<file path="config.mk">
export PLATFORM = sky130hd
export DESIGN_NAME = irqPrioCtl
export DESIGN_NICKNAME = d
export VERILOG_FILES = /design/src/rtl/irqPrioPkg.sv /design/src/rtl/irqDatapath.sv /design/src/rtl/irqControl.sv /design/src/rtl/irqPrioCtl.sv
export SDC_FILE = /design/constraint.sdc
export NUM_CORES = 1
export LEC_CHECK = 0
export ABC_AREA = 1
export BUFFER_PORTS_ARGS = -buffer_cell sky130_fd_sc_hd__clkbuf_2
export CAP_MARGIN = 40
export CORE_MARGIN = 5
export CORE_UTILIZATION = 30
export DETAILED_ROUTE_END_ITERATION = 12
export HOLD_SLACK_MARGIN = 0.03
export MAX_ROUTING_LAYER = met4
export PLACE_DENSITY_LB_ADDON = 0.3
export SLEW_MARGIN = 20
export SYNTH_ARGS = -nofsm -noshare
export SYNTH_HDL_FRONTEND = slang
export SYNTH_SLANG_ARGS = --single-unit
export TNS_END_PERCENT = 20
</file>
<file path="constraint.sdc">
create_clock -name clk -period 35.9 [get_ports clk]
set_input_delay 5.385 -clock clk [delete_from_list [all_inputs] [get_ports clk]]
set_output_delay 5.385 -clock clk [all_outputs]
set_load 0.02 [all_outputs]
</file>
<file path="src/rtl/irqPrioPkg.sv">
package irqPrioPkg;
  localparam int NUM_BP   = 7;
  localparam int NUM_LOC  = 7;
  localparam int NUM_STAT = 5;
  localparam int NUM_SW   = 8;
  localparam int NUM_SRC  = NUM_BP + NUM_LOC + NUM_STAT + NUM_SW;
  localparam int IDX_W    = $clog2(NUM_SRC);
  localparam int LVL_W    = 3;
  localparam int ADDR_W   = 7;
  localparam int DATA_W   = 8;
  localparam int CFG_W    = 6;
  // configuration byte fields
  localparam int CFG_EDGE = 3;
  localparam int CFG_POL  = 4;
  localparam int CFG_INT  = 5;
  localparam logic [1:0] CFG_PAGE = 2'b00;
  localparam logic [1:0] VEC_PAGE = 2'b01;
  localparam logic [ADDR_W-1:0] CLR_ADDR = 7'h40;

  typedef logic [IDX_W-1:0] srcIdx_t;
  typedef struct packed {
    logic    clr;
    srcIdx_t idx;
  } ctrlStb_t;
endpackage

</file>
<file path="src/rtl/irqDatapath.sv">
module irqDatapath
  import irqPrioPkg::*;
#(
  parameter logic [DATA_W-1:0] VEC_BASE = 8'h40
) (
  input  logic                             clk,
  input  logic                             rstN,
  input  logic                             regWe,
  input  logic [ADDR_W-1:0]                regAddr,
  input  logic [DATA_W-1:0]                regWdata,
  input  logic [NUM_SRC-1:0]               rawIrq,
  input  ctrlStb_t                         ctrl,
  output logic [NUM_SRC-1:0]               req,
  output logic [NUM_SRC-1:0][LVL_W-1:0]    lvl,
  output logic [DATA_W-1:0]                selVec,
  output logic                             selInt
);
  logic [NUM_SRC-1:0][CFG_W-1:0]  cfgReg;
  logic [NUM_SRC-1:0][DATA_W-1:0] vecReg;
  logic [NUM_SRC-1:0]             prevIn;
  logic [NUM_SRC-1:0]             latchQ;

  logic inRange;
  assign inRange = regAddr[IDX_W-1:0] < IDX_W'(NUM_SRC);

  for (genvar i = 0; i < NUM_SRC; i++) begin : gSrc
    logic cfgHit, vecHit, wrClr, ackClr, edgeSeen, edgeMode, pol;

    assign cfgHit   = regWe && regAddr[ADDR_W-1:ADDR_W-2] == CFG_PAGE
                      && regAddr[IDX_W-1:0] == IDX_W'(i) && inRange;
    assign vecHit   = regWe && regAddr[ADDR_W-1:ADDR_W-2] == VEC_PAGE
                      && regAddr[IDX_W-1:0] == IDX_W'(i) && inRange;
    assign wrClr    = regWe && regAddr == CLR_ADDR
                      && regWdata[IDX_W-1:0] == IDX_W'(i);
    assign ackClr   = ctrl.clr && ctrl.idx == IDX_W'(i);
    assign edgeMode = cfgReg[i][CFG_EDGE];
    assign pol      = cfgReg[i][CFG_POL];
    assign edgeSeen = pol ? (rawIrq[i] & ~prevIn[i]) : (~rawIrq[i] & prevIn[i]);
    assign lvl[i]   = cfgReg[i][LVL_W-1:0];

    always_comb begin
      if (edgeMode) req[i] = latchQ[i] | edgeSeen;
      else          req[i] = (rawIrq[i] == pol);
      if (lvl[i] == '0) req[i] = 1'b0;
    end

    always_ff @(posedge clk) begin
      if (!rstN) begin
        cfgReg[i] <= '0;
        vecReg[i] <= VEC_BASE + DATA_W'(i);
        prevIn[i] <= 1'b0;
        latchQ[i] <= 1'b0;
      end else begin
        prevIn[i] <= rawIrq[i];
        if (cfgHit) cfgReg[i] <= regWdata[CFG_W-1:0];
        if (vecHit) vecReg[i] <= regWdata;
        if (!edgeMode)        latchQ[i] <= 1'b0;
        else if (edgeSeen)    latchQ[i] <= 1'b1;
        else if (ackClr || wrClr) latchQ[i] <= 1'b0;
      end
    end
  end

  always_comb begin
    selVec = '0;
    selInt = 1'b0;
    for (int i = 0; i < NUM_SRC; i++) begin
      if (ctrl.idx == IDX_W'(i)) begin
        selVec = vecReg[i];
        selInt = cfgReg[i][CFG_INT];
      end
    end
  end
endmodule

</file>
<file path="src/rtl/irqControl.sv">
module irqControl
  import irqPrioPkg::*;
#(
  parameter logic [DATA_W-1:0] SPUR_VEC = 8'h0F
) (
  input  logic                          clk,
  input  logic                          rstN,
  input  logic [NUM_SRC-1:0]            req,
  input  logic [NUM_SRC-1:0][LVL_W-1:0] lvl,
  input  logic                          ackStb,
  input  logic [LVL_W-1:0]              ackLvl,
  input  logic [DATA_W-1:0]             selVec,
  input  logic                          selInt,
  output ctrlStb_t                      ctrl,
  output logic [LVL_W-1:0]              iplN,
  output logic                          ackDone,
  output logic [DATA_W-1:0]             ackVec,
  output logic                          ackExt,
  output logic                          ackNone
);
  logic [LVL_W-1:0] maxLvl;
  logic             found;
  srcIdx_t          selIdx;

  always_comb begin
    maxLvl = '0;
    for (int i = 0; i < NUM_SRC; i++)
      if (req[i] && lvl[i] > maxLvl) maxLvl = lvl[i];
  end

  // descending scan so the lowest index wins
  always_comb begin
    found  = 1'b0;
    selIdx = '0;
    for (int i = NUM_SRC - 1; i >= 0; i--) begin
      if (req[i] && lvl[i] == ackLvl) begin
        found  = 1'b1;
        selIdx = IDX_W'(i);
      end
    end
  end

  assign ctrl.clr = ackStb && found;
  assign ctrl.idx = selIdx;

  always_ff @(posedge clk) begin
    if (!rstN) begin
      iplN    <= '1;
      ackDone <= 1'b0;
      ackVec  <= '0;
      ackExt  <= 1'b0;
      ackNone <= 1'b0;
    end else begin
      iplN    <= ~maxLvl;
      ackDone <= ackStb;
      ackNone <= ackStb && !found;
      ackExt  <= ackStb && found && !selInt;
      if (ackStb) begin
        if (!found)      ackVec <= SPUR_VEC;
        else if (selInt) ackVec <= selVec;
        else             ackVec <= '0;
      end
    end
  end
endmodule

</file>
<file path="src/rtl/irqPrioCtl.sv">
module irqPrioCtl
  import irqPrioPkg::*;
#(
  parameter logic [DATA_W-1:0] VEC_BASE = 8'h40,
  parameter logic [DATA_W-1:0] SPUR_VEC = 8'h0F
) (
  input  logic                  clk,
  input  logic                  rstN,
  input  logic                  regWe,
  input  logic [ADDR_W-1:0]     regAddr,
  input  logic [DATA_W-1:0]     regWdata,
  input  logic [NUM_BP-1:0]     bpIrq,
  input  logic [NUM_LOC-1:0]    locIrq,
  input  logic [NUM_STAT-1:0]   statIrq,
  input  logic [NUM_SW-1:0]     swIrq,
  input  logic                  ackStb,
  input  logic [LVL_W-1:0]      ackLvl,
  output logic [LVL_W-1:0]      iplN,
  output logic                  ackDone,
  output logic [DATA_W-1:0]     ackVec,
  output logic                  ackExt,
  output logic                  ackNone
);
  logic [NUM_SRC-1:0]            rawIrq;
  logic [NUM_SRC-1:0]            req;
  logic [NUM_SRC-1:0][LVL_W-1:0] lvl;
  logic [DATA_W-1:0]             selVec;
  logic                          selInt;
  ctrlStb_t                      ctrl;

  // group placement, index 0 upward
  assign rawIrq = {swIrq, statIrq, locIrq, bpIrq};

  irqDatapath #(.VEC_BASE(VEC_BASE)) uDp (
    .clk(clk), .rstN(rstN), .regWe(regWe), .regAddr(regAddr),
    .regWdata(regWdata), .rawIrq(rawIrq), .ctrl(ctrl), .req(req),
    .lvl(lvl), .selVec(selVec), .selInt(selInt)
  );

  irqControl #(.SPUR_VEC(SPUR_VEC)) uCtl (
    .clk(clk), .rstN(rstN), .req(req), .lvl(lvl), .ackStb(ackStb),
    .ackLvl(ackLvl), .selVec(selVec), .selInt(selInt), .ctrl(ctrl),
    .iplN(iplN), .ackDone(ackDone), .ackVec(ackVec), .ackExt(ackExt),
    .ackNone(ackNone)
  );
endmodule

</file>
# Yosys cells after proc, flatten, opt, wreduce, memory -nomap -nowiden
# Cells that the tools add are included.
# totals
regBits,446
latch_bits,0
mem_bits_rw,0
romBits,0
inputBits,49
wordCells,1019
mem_count,0
# op_classes
add_sub_neg,0
mul,0
n_div,0
magnitude_cmp,28
n_eq_ne,134
shifts,0
n_mux,272
bitwise,136
reduce_logical,336
# ops
cell,count
2-to-1 mux 8 bit,29
logical AND 1 bit,222
2-to-1 mux 1 bit,189
equality test 5 bit (second input constant),33
2-to-1 mux 5 bit,27
equality test 5 x 4 -> 1 bit (second input constant),24
equality test 3 bit,27
logical NOT 3 bit,27
2-to-1 mux 3 bit,27
> comparator 3 bit,26
equality test 5 x 3 -> 1 bit (second input constant),12
bitwise AND 1 bit,54
inverter 1 bit,54
AND reduction 2 bit,27
nonzero test 2 bit,27
equality test 5 x 2 -> 1 bit (second input constant),6
equality test 1 bit,27
logical OR 1 bit,27
bitwise OR 1 bit,27
equality test 5 x 1 -> 1 bit (second input constant),3
logical NOT 5 bit,3
equality test 7 bit (second input constant),1
< comparator 5 bit (second input constant),1
> comparator 3 x 1 -> 1 bit (second input constant),1
other kinds (4),5

# Logic depth before layout (Yosys ltp)
# Gate-level depths: netlist (run 1).
# logic_depth
depth_word,87
ltp_mapped,203
depth_no_buf,203

# Hierarchy
# Synthesis (run 1) repeated with hierarchy kept, for this count alone.
# hier_totals
hier_cells,3428
hier_area_um2,23537.6
# by_module_without_submodules
module,n_inst,cells_each,area_per_inst_um2
irqDatapath,1,2598,18883.1
irqControl,1,830,4654.5

# Least setup slack after synthesis (run 1)
# OpenSTA, ideal clock, no wires.
# synth_path
path_kind,input port to flip-flop
start,in bpIrq[0]
end,reg uCtl.iplN[0]
setup_time_ns,0.058
arrival_ns,30.141
required_time_ns,35.842
path_slack_ns,5.701
cell_stages,180
n_path_buf,0
cell_sequence,inv_2 > nand3_1 > nand3_1 > nand4_1 > ha_1 > nand2_1 > nor2_1 > nor2_1 > nor2_2 > nand3_1 > inv_1 > nand2_1 > o21a_1 > ha_1 > nor3_1 > inv_1 > nand3_1 > nand2_1 > [... 144 more ...] > ha_1 > nand2_1 > nor2_1 > a211oi_1 > a31oi_1 > nand2_1 > inv_1 > nand2_1 > and2_1 > ha_1 > nand2_1 > nor2_1 > a211oi_1 > a31oi_1 > nand2_1 > o21ai_0 > inv_1 > nand2_1
# synth_via
elab_chain_len,87
word_cells_on_any_way,89
cone_classes,order compare (26); eq/ne (1); mux (30); bitwise (5); reduce/logical (27)
# synth_lines
item,line,rtl
"start, declared",irqPrioCtl.sv:12,"input logic [NUM_BP-1:0] bpIrq,"
inverter 1 bit,irqDatapath.sv:38,assign edgeSeen = pol ? (rawIrq[i] & ~prevIn[i]) : (~rawIrq[i] & prevIn[i]);
bitwise AND 1 bit,irqDatapath.sv:38,
2-to-1 mux 1 bit,irqDatapath.sv:38,
bitwise OR 1 bit,irqDatapath.sv:42,if (edgeMode) req[i] = latchQ[i] | edgeSeen;
2-to-1 mux 1 bit *,irqDatapath.sv:42,
2-to-1 mux 1 bit *,irqDatapath.sv:44,if (lvl[i] == '0) req[i] = 1'b0;
logical AND 1 bit *,irqControl.sv:28,if (req[i] && lvl[i] > maxLvl) maxLvl = lvl[i];
2-to-1 mux 3 bit *,irqControl.sv:28,
[... 71 more ...],n/a,
2-to-1 mux 3 bit *,irqControl.sv:28,
> comparator 3 bit,irqControl.sv:28,
logical AND 1 bit,irqControl.sv:28,
2-to-1 mux 3 bit *,irqControl.sv:28,
> comparator 3 bit,irqControl.sv:28,
logical AND 1 bit,irqControl.sv:28,
2-to-1 mux 3 bit *,irqControl.sv:28,
inverter 3 bit *,irqControl.sv:54,iplN <= ~maxLvl;
"end signal, assigned",irqControl.sv:54,
"end, declared",irqControl.sv:15,"output logic [LVL_W-1:0] iplN,"
# Every way passes the cells marked *; elsewhere a longest branch is shown, timed or not.
# A chain may end at the register's enable or synchronous reset.

# Worst setup path in the final report (run 1)
# Same ends and word-level chain as after synthesis.

==> results.py, run 1 <==
metrics = {
    "outcome": {
        "status": "finished, final reports clean",
    },
    "hold_path": {
        "holdPathStages": 2,
        "min_path_type": "register to register",
    },
    "sta": {
        "tightest_slew_ns": 0.924,
        "finalSetupViolCount": 0,
        "fin_ws_ns": 3.33,
        "clock-skew-final_ns": 0.0122,
        "tns_ns": 0,
        "fin_crit_ns": 32.57,
        "drv_slew": 0,
        "finalHoldViolCount": 0,
        "period_share_pct": 90.7,
        "hold_ws_ns": 0.454,
        "slew_headroom_pct": 38.1,
        "rsz0062_at_grt": "no",
        "max_freq_mhz": 30.7,
    },
    "setup_path": {
        "cp.required_ns": 36.43,
        "critPathSlowestCell": "ha_1",
        "reg2regPathDepth": 179,
        "cpPeakStageDelay_ns": 0.31,
        "path_class": "input pin to register",
        "arrival_ns": 33.10,
        "worstSetupStartpointType": "input pin",
        "crit_fanout": 6,
        "end_kind": "register",
        "critPathMostFrequentCell": "nand2_2",
    },
    "floorplanning": {
        "die_area_um2": 78900,
        "die_h_um": 281,
        "start_util_pct": 30.2,
        "core-area_um2": 72800,
        "row_count": 99,
        "fp.dieW_um": 281,
        "io_pins": 63,
    },
    "power_and_ir_drop": {
        "p_leak_nw": 10.1,
        "combPwrFrac_pct": 5.2,
        "ir_worst_vdd_v": 0.0000319,
        "pwr-share-seq_pct": 46.5,
        "p_total_mw": 1.08,
        "p_switching_uw": 255,
        "p_sw_share_pct": 23.7,
        "p_int_uw": 823,
        "pwr-share-clk_pct": 48.3,
        "p_per_area_nw_per_um2": 42.9,
    },
    "routing": {
        "wl_mm": 71.6,
        "vias_per_cell": 5.07,
        "drt_iter0_drc": 1787,
        "drt-pass1-iter-count": 6,
        "via_count": 20700,
        "ant_nets": 0,
        "wl_per_cell_um": 17.5,
        "drc": 0,
    },
    "place": {
        "placedCellCount": 3982,
        "numPortBuffers": 62,
        "pre_cts_ws_ns": 1.88,
        "gp_congestion": 0.912,
        "dpl.hpwl_mm": 49.8,
    },
    "yosys": {
        "synth_commonest_cells": "446 x dfxtp_1, 432 x nand2_1, 408 x a21oi_1",
        "postSynthCellCount": 3070,
        "yosysWarnings": 0,
        "synth_top_area_share_pct": 40.5,
        "synth_area_per_cell_um2": 7.17,
        "synth_edf_count": 0,
        "postSynth.asyncResetShare_pct": 0,
        "synth_area_leaders": "dfxtp_1 41%, a21oi_1 9.3%, o21ai_0 8.5%, nand2_1 7.4%, inv_1 5.5%",
        "synth-seq-cells": 446,
        "synth_ff_type": "dfxtp_1",
        "syn_area_um2": 22000,
        "synth_top_area_cell": "dfxtp_1",
        "synth_cell_type_count": 40,
        "syn_nets": 3151,
        "seq_area_frac_synth_pct": 40.5,
        "synth_most_common_cell": "dfxtp_1",
    },
    "finish": {
        "area_growth_pct": 14.2,
        "drive_above_1_share_pct": 9.23,
        "finalNonFillerCells": 4086,
        "nets": 3167,
    },
    "cts": {
        "clk_pin_slew_ns": 0.06,
        "clockBufferDepth": 3,
        "numClockSinks": 446,
        "cts_max_level": 2,
        "post_cts_buffers": 0,
        "cts_tree": "done",
        "clock_latency_ns": 0.60,
        "cts_made_buffers": 51,
        "cts-root-buf": "clkbuf_16",
    },
    "grt": {
        "grt_max_degree": 137,
        "track_usage_pct": 18.0,
        "overflow": 0,
        "grt_pass1_vias": 19300,
        "grt_pass1_wl_mm": 111,
        "antenna_found_initial": 6,
    },
    "run": {
        "drv_cap": 0,
    },
}
[worst max-delay path, delay by kind of cell]
| family | cells | cell delay [ns] |
|---|---|---|
| simple gates | 88 | 8.65 |
| compound gates | 50 | 10.17 |
| buf+inv | 17 | 1.23 |
| fa+ha+maj | 26 | 7.52 |
[metal layers]
metal  track usage [%]  wire length [µm]  vias to the layer above
li1                  -                 -                    10500
met1              24.9             34000                     9566
met2              28.0             31800                      539
met3              2.73              4140                      115
met4              4.34              1640                        0
met5                 -                 0                        -
[sequential cells by signal (all words and copies together), names as in the netlist]
register / count
uCtl.ackDone: 1
uCtl.ackExt: 1
uCtl.ackNone: 1
uCtl.ackVec: 8
uCtl.iplN: 3
uDp.cfgReg: 81
uDp.latchQ: 27
uDp.lvl: 81
uDp.prevIn: 27
uDp.vecReg: 216
[cell type report]
type	instances	area, µm²
fillers	7834	47700
multi-input cells	2144	11300
flip-flops and latches	446	8930
clock buffers	79	1550
inverters	337	1270
well taps	959	1200
repair buffers	106	778
clock inverters	9	98.8
diodes	6	15.0
[path summary, 6_finish.rpt]
check | from | end | slack (ns)
setup reg to reg | uDp.cfgReg[4] | uCtl.iplN[0] | 7.88
hold / removal | uDp.vecReg[63] | uDp.vecReg[63] | 0.45
setup / recovery | bpIrq[0] | uCtl.iplN[0] | 3.33
hold reg to reg | uDp.vecReg[63] | uDp.vecReg[63] | 0.45
[power groups by stage]
stage	combinational [mW]	sequential (mW)	clock, mW
6_report	0.0565	0.501	0.521
5_1_grt	0.0613	0.501	0.551
4_1_cts	0.0554	0.501	0.533
3_5_place_dp	0.0553	0.512	0
3_3_place_gp	0.0537	0.512	0
2_1_floorplan	0.0323	0.512	0
[placed cells by master, fill, tap and decap left out, types with 13 or more instances in the layout]
| cell | synthesis | layout |
|---|---|---|
| nand4_1 | 42 | 42 |
| clkbuf_16 | 0 | 53 |
| inv_1 | 323 | 321 |
| o21ai_0 | 373 | 363 |
| a21oi_1 | 408 | 408 |
| nand3_1 | 104 | 104 |
| o211ai_1 | 108 | 108 |
| clkbuf_2 | 0 | 61 |
| nand2_2 | 66 | 66 |
| a31oi_1 | 26 | 26 |
| nand2_1 | 432 | 432 |
| a32o_1 | 20 | 20 |
| nor2_1 | 296 | 296 |
| nor3_1 | 25 | 24 |
| ha_1 | 32 | 32 |
| a221oi_1 | 24 | 24 |
| xnor2_1 | 69 | 69 |
| dfxtp_1 | 446 | 446 |
| nand3_2 | 19 | 19 |
| clkbuf_1 | 139 | 13 |
| buf_4 | 0 | 36 |
| clkbuf_8 | 0 | 13 |
[metrics by stage]
step                      instance area [µm²]  utilization (%)
after floorplan                         22000                -
after global placement                  23200             31.9
after detailed placement                23400             32.1
after CTS                               25000             34.3
after global routing                    25100             34.5
final                                   25100             34.5
[repair_timing]
item,4_1_cts,5_1_grt
gates resized for setup,0,10
endpoints found under the hold margin,0,0
setup endpoints to repair,0,3
hold buffers,0,0
[kinds of logic (layout without fill, tap and decap cells)]
kind of cell	Yosys count	after routing	synth area share [%]
AOI/OAI and AO/OA	1023	1023	26.3
and+or+nand+nor	1008	1008	20.0
buffers and inverters	480	531	8.18
DFF	446	446	40.5
xor gates and xnor gates	81	81	3.22
adders and majority gates	32	32	1.82
other	0	6	0
Note: power is estimated with default switching activity, not from simulation.
==> inputs of run 2 (changes only) <==
--- a/config.mk
+++ b/config.mk
@@ -14,6 +14,7 @@
 export HOLD_SLACK_MARGIN = 0.03
 export MAX_ROUTING_LAYER = met4
 export PLACE_DENSITY_LB_ADDON = 0.3
+export REMOVE_ABC_BUFFERS = 1
 export SLEW_MARGIN = 20
 export SYNTH_ARGS = -nofsm -noshare
 export SYNTH_HDL_FRONTEND = slang
==> run 2 against run 1 <==
Effect of this change:
- worst hold slack got worse by 0.0023 ns
- worst setup slack got worse by 0.25 ns
- maximum frequency decreased by 0.76%
- critical path type unchanged
- largest cell class unchanged
==> results.py, run 2 (synthesis gave the netlist of run 1 again) <==
metrics = {
    "sta": {
        "hold_ws_ns": 0.451,
        "period_share_pct": 91.4,
        "finalHoldViolCount": 0,
        "slew_headroom_pct": 40.7,
        "tns_ns": 0,
        "rsz0062_at_grt": "no",
        "max_freq_mhz": 30.5,
        "tightest_slew_ns": 0.890,
        "clock-skew-final_ns": 0.0150,
        "fin_crit_ns": 32.82,
        "finalSetupViolCount": 0,
        "drv_slew": 0,
    },
    "routing": {
        "via_count": 20700,
        "wl_met1_mm": 33.5,
        "drt-pass1-iter-count": 7,
        "drc": 0,
        "vias_per_cell": 5.04,
        "met3_length_mm": 4.04,
        "met2_length_mm": 31.8,
        "wl_mm": 71.2,
        "drt_iter0_drc": 1599,
        "ant_nets": 0,
        "top_layer_used": "met4",
        "wl_per_cell_um": 17.4,
    },
    "cts": {
        "clockBufferDepth": 3,
        "post_cts_buffers": 0,
        "numClockSinks": 446,
        "cts_made_buffers": 48,
        "ctsHoldBuffers": 0,
        "cts-root-buf": "clkbuf_16",
        "clock_latency_ns": 0.59,
        "cts_tree": "done",
        "post_cts_resized": 0,
        "clk_pin_slew_ns": 0.06,
        "cts_max_level": 2,
    },
    "setup_path": {
        "worstSetupStartpointType": "input pin",
        "cp.required_ns": 36.38,
        "cpPeakStageDelay_ns": 0.32,
        "path_class": "input pin to register",
        "arrival_ns": 33.30,
        "critPathBufInv": 17,
        "r2r_setup_slack_ns": 7.63,
        "crit_fanout": 6,
        "crit_family": "compound AO/OA/AOI/OAI gates",
        "critPathSlowestCell": "ha_1",
        "end_kind": "register",
        "critPathMostFrequentCell": "nand2_2",
    },
    "finish": {
        "final_cell_mix": "446 x dfxtp_1, 432 x nand2_1, 408 x a21oi_1",
        "drive_above_1_share_pct": 9.69,
        "largest-register": "uDp.vecReg",
        "largest_reg_flops": 216,
        "n_fill_cell": 7810,
        "area_growth_pct": 14.3,
        "layout_commonest_cell": "dfxtp_1",
        "nets": 3180,
    },
    "place": {
        "dpl.hpwl_mm": 49.6,
        "numPortBuffers": 62,
        "gp_congestion": 0.869,
    },
    "grt": {
        "grt_pass1_vias": 19400,
        "grt_max_degree": 127,
        "antenna_found_initial": 6,
        "track_usage_pct": 17.9,
        "grt_pass1_wl_mm": 111,
        "overflow": 0,
    },
    "hold_path": {
        "min_path_type": "register to register",
    },
    "floorplanning": {
        "start_util_pct": 30.2,
        "die_area_um2": 78900,
        "row_count": 99,
        "core-area_um2": 72800,
        "fp.dieW_um": 281,
        "io_pins": 63,
        "die_h_um": 281,
    },
    "power_and_ir_drop": {
        "ir_worst_vdd_v": 0.0000303,
        "p_per_area_nw_per_um2": 42.6,
        "p_leak_nw": 10.2,
    },
    "run": {
        "drv_cap": 0,
    },
    "outcome": {
        "status": "finished, final reports clean",
    },
}
run 2: cell types whose count changed in the layout (fill, tap and decap cells not counted), sizes merged:
| cell | previous run | this run |
|---|---|---|
| bufinv | 2 | 5 |
| clkinv | 15 | 19 |
| diode | 6 | 5 |
| buf | 45 | 61 |
| inv | 329 | 330 |
| clkbuf | 140 | 131 |
run 2: path summary, 6_finish.rpt:
kind | startpoint | cells after the start | end
max | bpIrq[0] | 181 | uCtl.iplN[1]
min | uDp.vecReg[31] | 2 | uDp.vecReg[31]
max reg2reg | uDp.cfgReg[4] | 179 | uCtl.iplN[1]
min reg2reg | uDp.vecReg[31] | 2 | uDp.vecReg[31]
run 2: routing by layer:
| layer | GRT usage (%) | up-vias |
|---|---|---|
| li1 | - | 10500 |
| met1 | 24.3 | 9586 |
| met2 | 28.1 | 487 |
| met3 | 2.72 | 107 |
| met4 | 4.82 | 0 |
| met5 | - | - |
run 2: final cells by class:
type | count | area, µm² | share of cell area (%)
inverter | 337 | 1270 | 5.03
sequential | 446 | 8930 | 35.5
tap | 959 | 1200 | 4.77
antenna | 5 | 12.5 | 0.0497
clock inverter | 17 | 225 | 0.895
timing repair buffer | 122 | 843 | 3.35
clock buffer | 70 | 1380 | 5.50
multi-input combinational | 2144 | 11300 | 44.9
run 2: worst register-to-register path: cells and delay by family, from the launching register on:
kind / cells / cell delay, ns
AND/OR/NAND/NOR: 88 / 8.84
AO/OA/AOI/OAI: 50 / 10.16
flip-flops: 1 / 0.37
adder cells (fa/ha/maj): 26 / 7.59
buffers and inverters: 15 / 1.16
run 2: power breakdown:
group	internal, mW	switching, mW	total (mW)
sequential	0.499	0.00219	0.501
clock	0.303	0.213	0.516
combinational	0.0143	0.0403	0.0547
run 2: per-stage QoR:
step | power (mW) | setup slack (ns) | instances | utilization (%) | area [µm²]
after floorplan | 0.535 | 5.70 | 2927 | - | 21500
final | 1.07 | 3.08 | 4100 | 34.6 | 25200
after CTS | 1.08 | 3.16 | 4075 | 34.3 | 25000
after detailed placement | 0.566 | 2.62 | 3988 | 32.1 | 23400
after global placement | 0.565 | 3.31 | 3975 | 31.9 | 23200
after global routing | 1.11 | 0.219 | 4100 | 34.6 | 25200
==> inputs of run 3 (changes only) <==
==> constraint.sdc (replaced) <==
create_clock -name clk -period 35.9 [get_ports clk]
set_input_delay 3.59 -clock clk [delete_from_list [all_inputs] [get_ports clk]]
set_output_delay 3.59 -clock clk [all_outputs]
set_load 0.02 [all_outputs]
==> run 3 against run 2 <==
Effect of this change:
- via count down 0.19%
- global-route usage fell by 0.12 points
- power down 1.0%
- core utilization about the same
- critical endpoint unchanged
==> results.py, run 3 (synthesis gave the netlist of run 1 again) <==
metrics = {
    "power_and_ir_drop": {
        "pwr-share-seq_pct": 47.2,
        "p_per_area_nw_per_um2": 42.2,
        "p_int_uw": 799,
        "combPwrFrac_pct": 5.2,
        "p_switching_uw": 262,
        "pwr-share-clk_pct": 47.6,
        "p_sw_share_pct": 24.7,
        "p_leak_nw": 10.1,
        "ir_worst_vdd_v": 0.0000355,
    },
    "setup_path": {
        "cpPeakStageDelay_ns": 0.32,
        "critPathMostFrequentCell": "nand2_2",
        "path_class": "input pin to register",
        "r2r-start": "uDp.cfgReg[4]",
        "worstSetupStartpointType": "input pin",
        "cp.required_ns": 36.40,
        "crit_fanout": 6,
        "cp-startpoint": "bpIrq[0]",
        "r2r_end": "uCtl.iplN[1]",
        "crit_family": "compound AO/OA/AOI/OAI gates",
        "end_kind": "register",
        "arrival_ns": 31.57,
        "r2r_setup_slack_ns": 7.56,
        "critPathSlowestCell": "ha_1",
        "reg2regPathDepth": 179,
        "critPathBufInv": 16,
    },
    "routing": {
        "drt_iter0_drc": 1509,
        "wl_per_cell_um": 17.3,
        "drc": 0,
        "ant_nets": 0,
        "vias_per_cell": 5.04,
        "drt-pass1-iter-count": 5,
        "via_count": 20600,
        "wl_mm": 70.8,
    },
    "cts": {
        "numClockSinks": 446,
        "clock_latency_ns": 0.62,
        "clk_pin_slew_ns": 0.06,
        "cts-root-buf": "clkbuf_16",
        "cts_tree": "done",
        "clockBufferDepth": 3,
        "post_cts_buffers": 0,
        "cts_made_buffers": 50,
        "cts_max_level": 2,
        "post_cts_resized": 0,
        "ctsHoldBuffers": 0,
    },
    "outcome": {
        "status": "finished, final reports clean",
    },
    "finish": {
        "area_growth_pct": 14.1,
        "fin_util_pct": 34.5,
        "largest-register": "uDp.vecReg",
        "nets": 3178,
        "final_cell_mix": "446 x dfxtp_1, 432 x nand2_1, 408 x a21oi_1",
        "layout_commonest_cell": "dfxtp_1",
        "finalNonFillerCells": 4095,
        "largest_reg_flops": 216,
        "drive_above_1_share_pct": 9.74,
        "stdcell_area_um2": 25100,
    },
    "sta": {
        "finalSetupViolCount": 0,
        "max_freq_mhz": 32.2,
        "drv_slew": 0,
        "rsz0062_at_grt": "no",
        "fin_crit_ns": 31.07,
        "finalHoldViolCount": 0,
        "tns_ns": 0,
        "tightest_slew_ns": 0.871,
        "period_share_pct": 86.6,
        "clock-skew-final_ns": 0.0209,
        "slew_headroom_pct": 41.7,
    },
    "floorplanning": {
        "io_pins": 63,
        "start_util_pct": 30.2,
        "row_count": 99,
        "core-area_um2": 72800,
        "fp.dieW_um": 281,
        "die_h_um": 281,
        "die_area_um2": 78900,
    },
    "place": {
        "placedCellCount": 3987,
        "place_area_um2": 23400,
        "gp_congestion": 0.869,
        "numPortBuffers": 62,
        "dpl.hpwl_mm": 49.4,
    },
    "hold_path": {
        "min_to": "uDp.vecReg[31]",
        "min_path_type": "register to register",
        "holdPathStages": 2,
        "hp-start": "uDp.vecReg[31]",
    },
    "grt": {
        "grt_max_degree": 127,
        "track_usage_pct": 17.8,
        "grt_pass1_vias": 19000,
        "antenna_found_initial": 7,
        "grt_pass1_wl_mm": 110,
        "overflow": 0,
    },
    "run": {
        "drv_cap": 0,
    },
}
-- run 3: area by class of cell --
cell class	count	area [µm²]
repair buffers	118	833
diodes	6	15.0
multi-input cells	2144	11300
well taps	959	1200
clock buffers	66	1420
inverters	337	1270
fillers	7789	47700
flip-flops and latches	446	8930
clock inverters	19	171
-- run 3: how the worst max path moves through the flow --
stage                              end  slack [ns]  cells after the start
after floorplan           uCtl.iplN[0]        7.50                    180
final                     uCtl.iplN[1]        4.83                    181
after global placement    uCtl.iplN[1]        5.10                    181
after CTS                 uCtl.iplN[0]        4.84                    181
after global routing      uCtl.iplN[0]        2.16                    179
after detailed placement  uCtl.iplN[0]        4.23                    181
-- run 3: through the flow --
stage	setup slack, ns	power, mW	hold slack, ns
after floorplan	7.50	0.535	0.424
after global placement	5.10	0.565	0.443
after detailed placement	4.23	0.566	0.440
after CTS	4.84	1.07	0.450
after global routing	2.16	1.10	0.462
final	4.83	1.06	0.448
-- run 3: metal layers --
metal  up-vias  track usage (%)  share of wire (%)
met2       440             28.2                 45
li1      10500                -                  -
met3        79             2.65                5.0
met5         -                -                  0
met1      9598             24.3                 48
met4         0             3.94                1.7
-- run 3: tightest hold or removal path: cells and delay by family, from the launching register on --
| kind | cells | cell delay, ns |
|---|---|---|
| flip-flops | 1 | 0.30 |
| buffers and inverters | 1 | 0.05 |
| AO/OA/AOI/OAI | 1 | 0.05 |
-- run 3: power groups by stage --
| stage | Combinational [mW] | Clock [mW] | Sequential [mW] |
|---|---|---|---|
| 3_5_place_dp | 0.0543 | 0 | 0.512 |
| 3_3_place_gp | 0.0529 | 0 | 0.512 |
| 2_1_floorplan | 0.0236 | 0 | 0.512 |
| 5_1_grt | 0.0598 | 0.537 | 0.501 |
| 6_report | 0.0550 | 0.505 | 0.501 |
| 4_1_cts | 0.0544 | 0.517 | 0.501 |
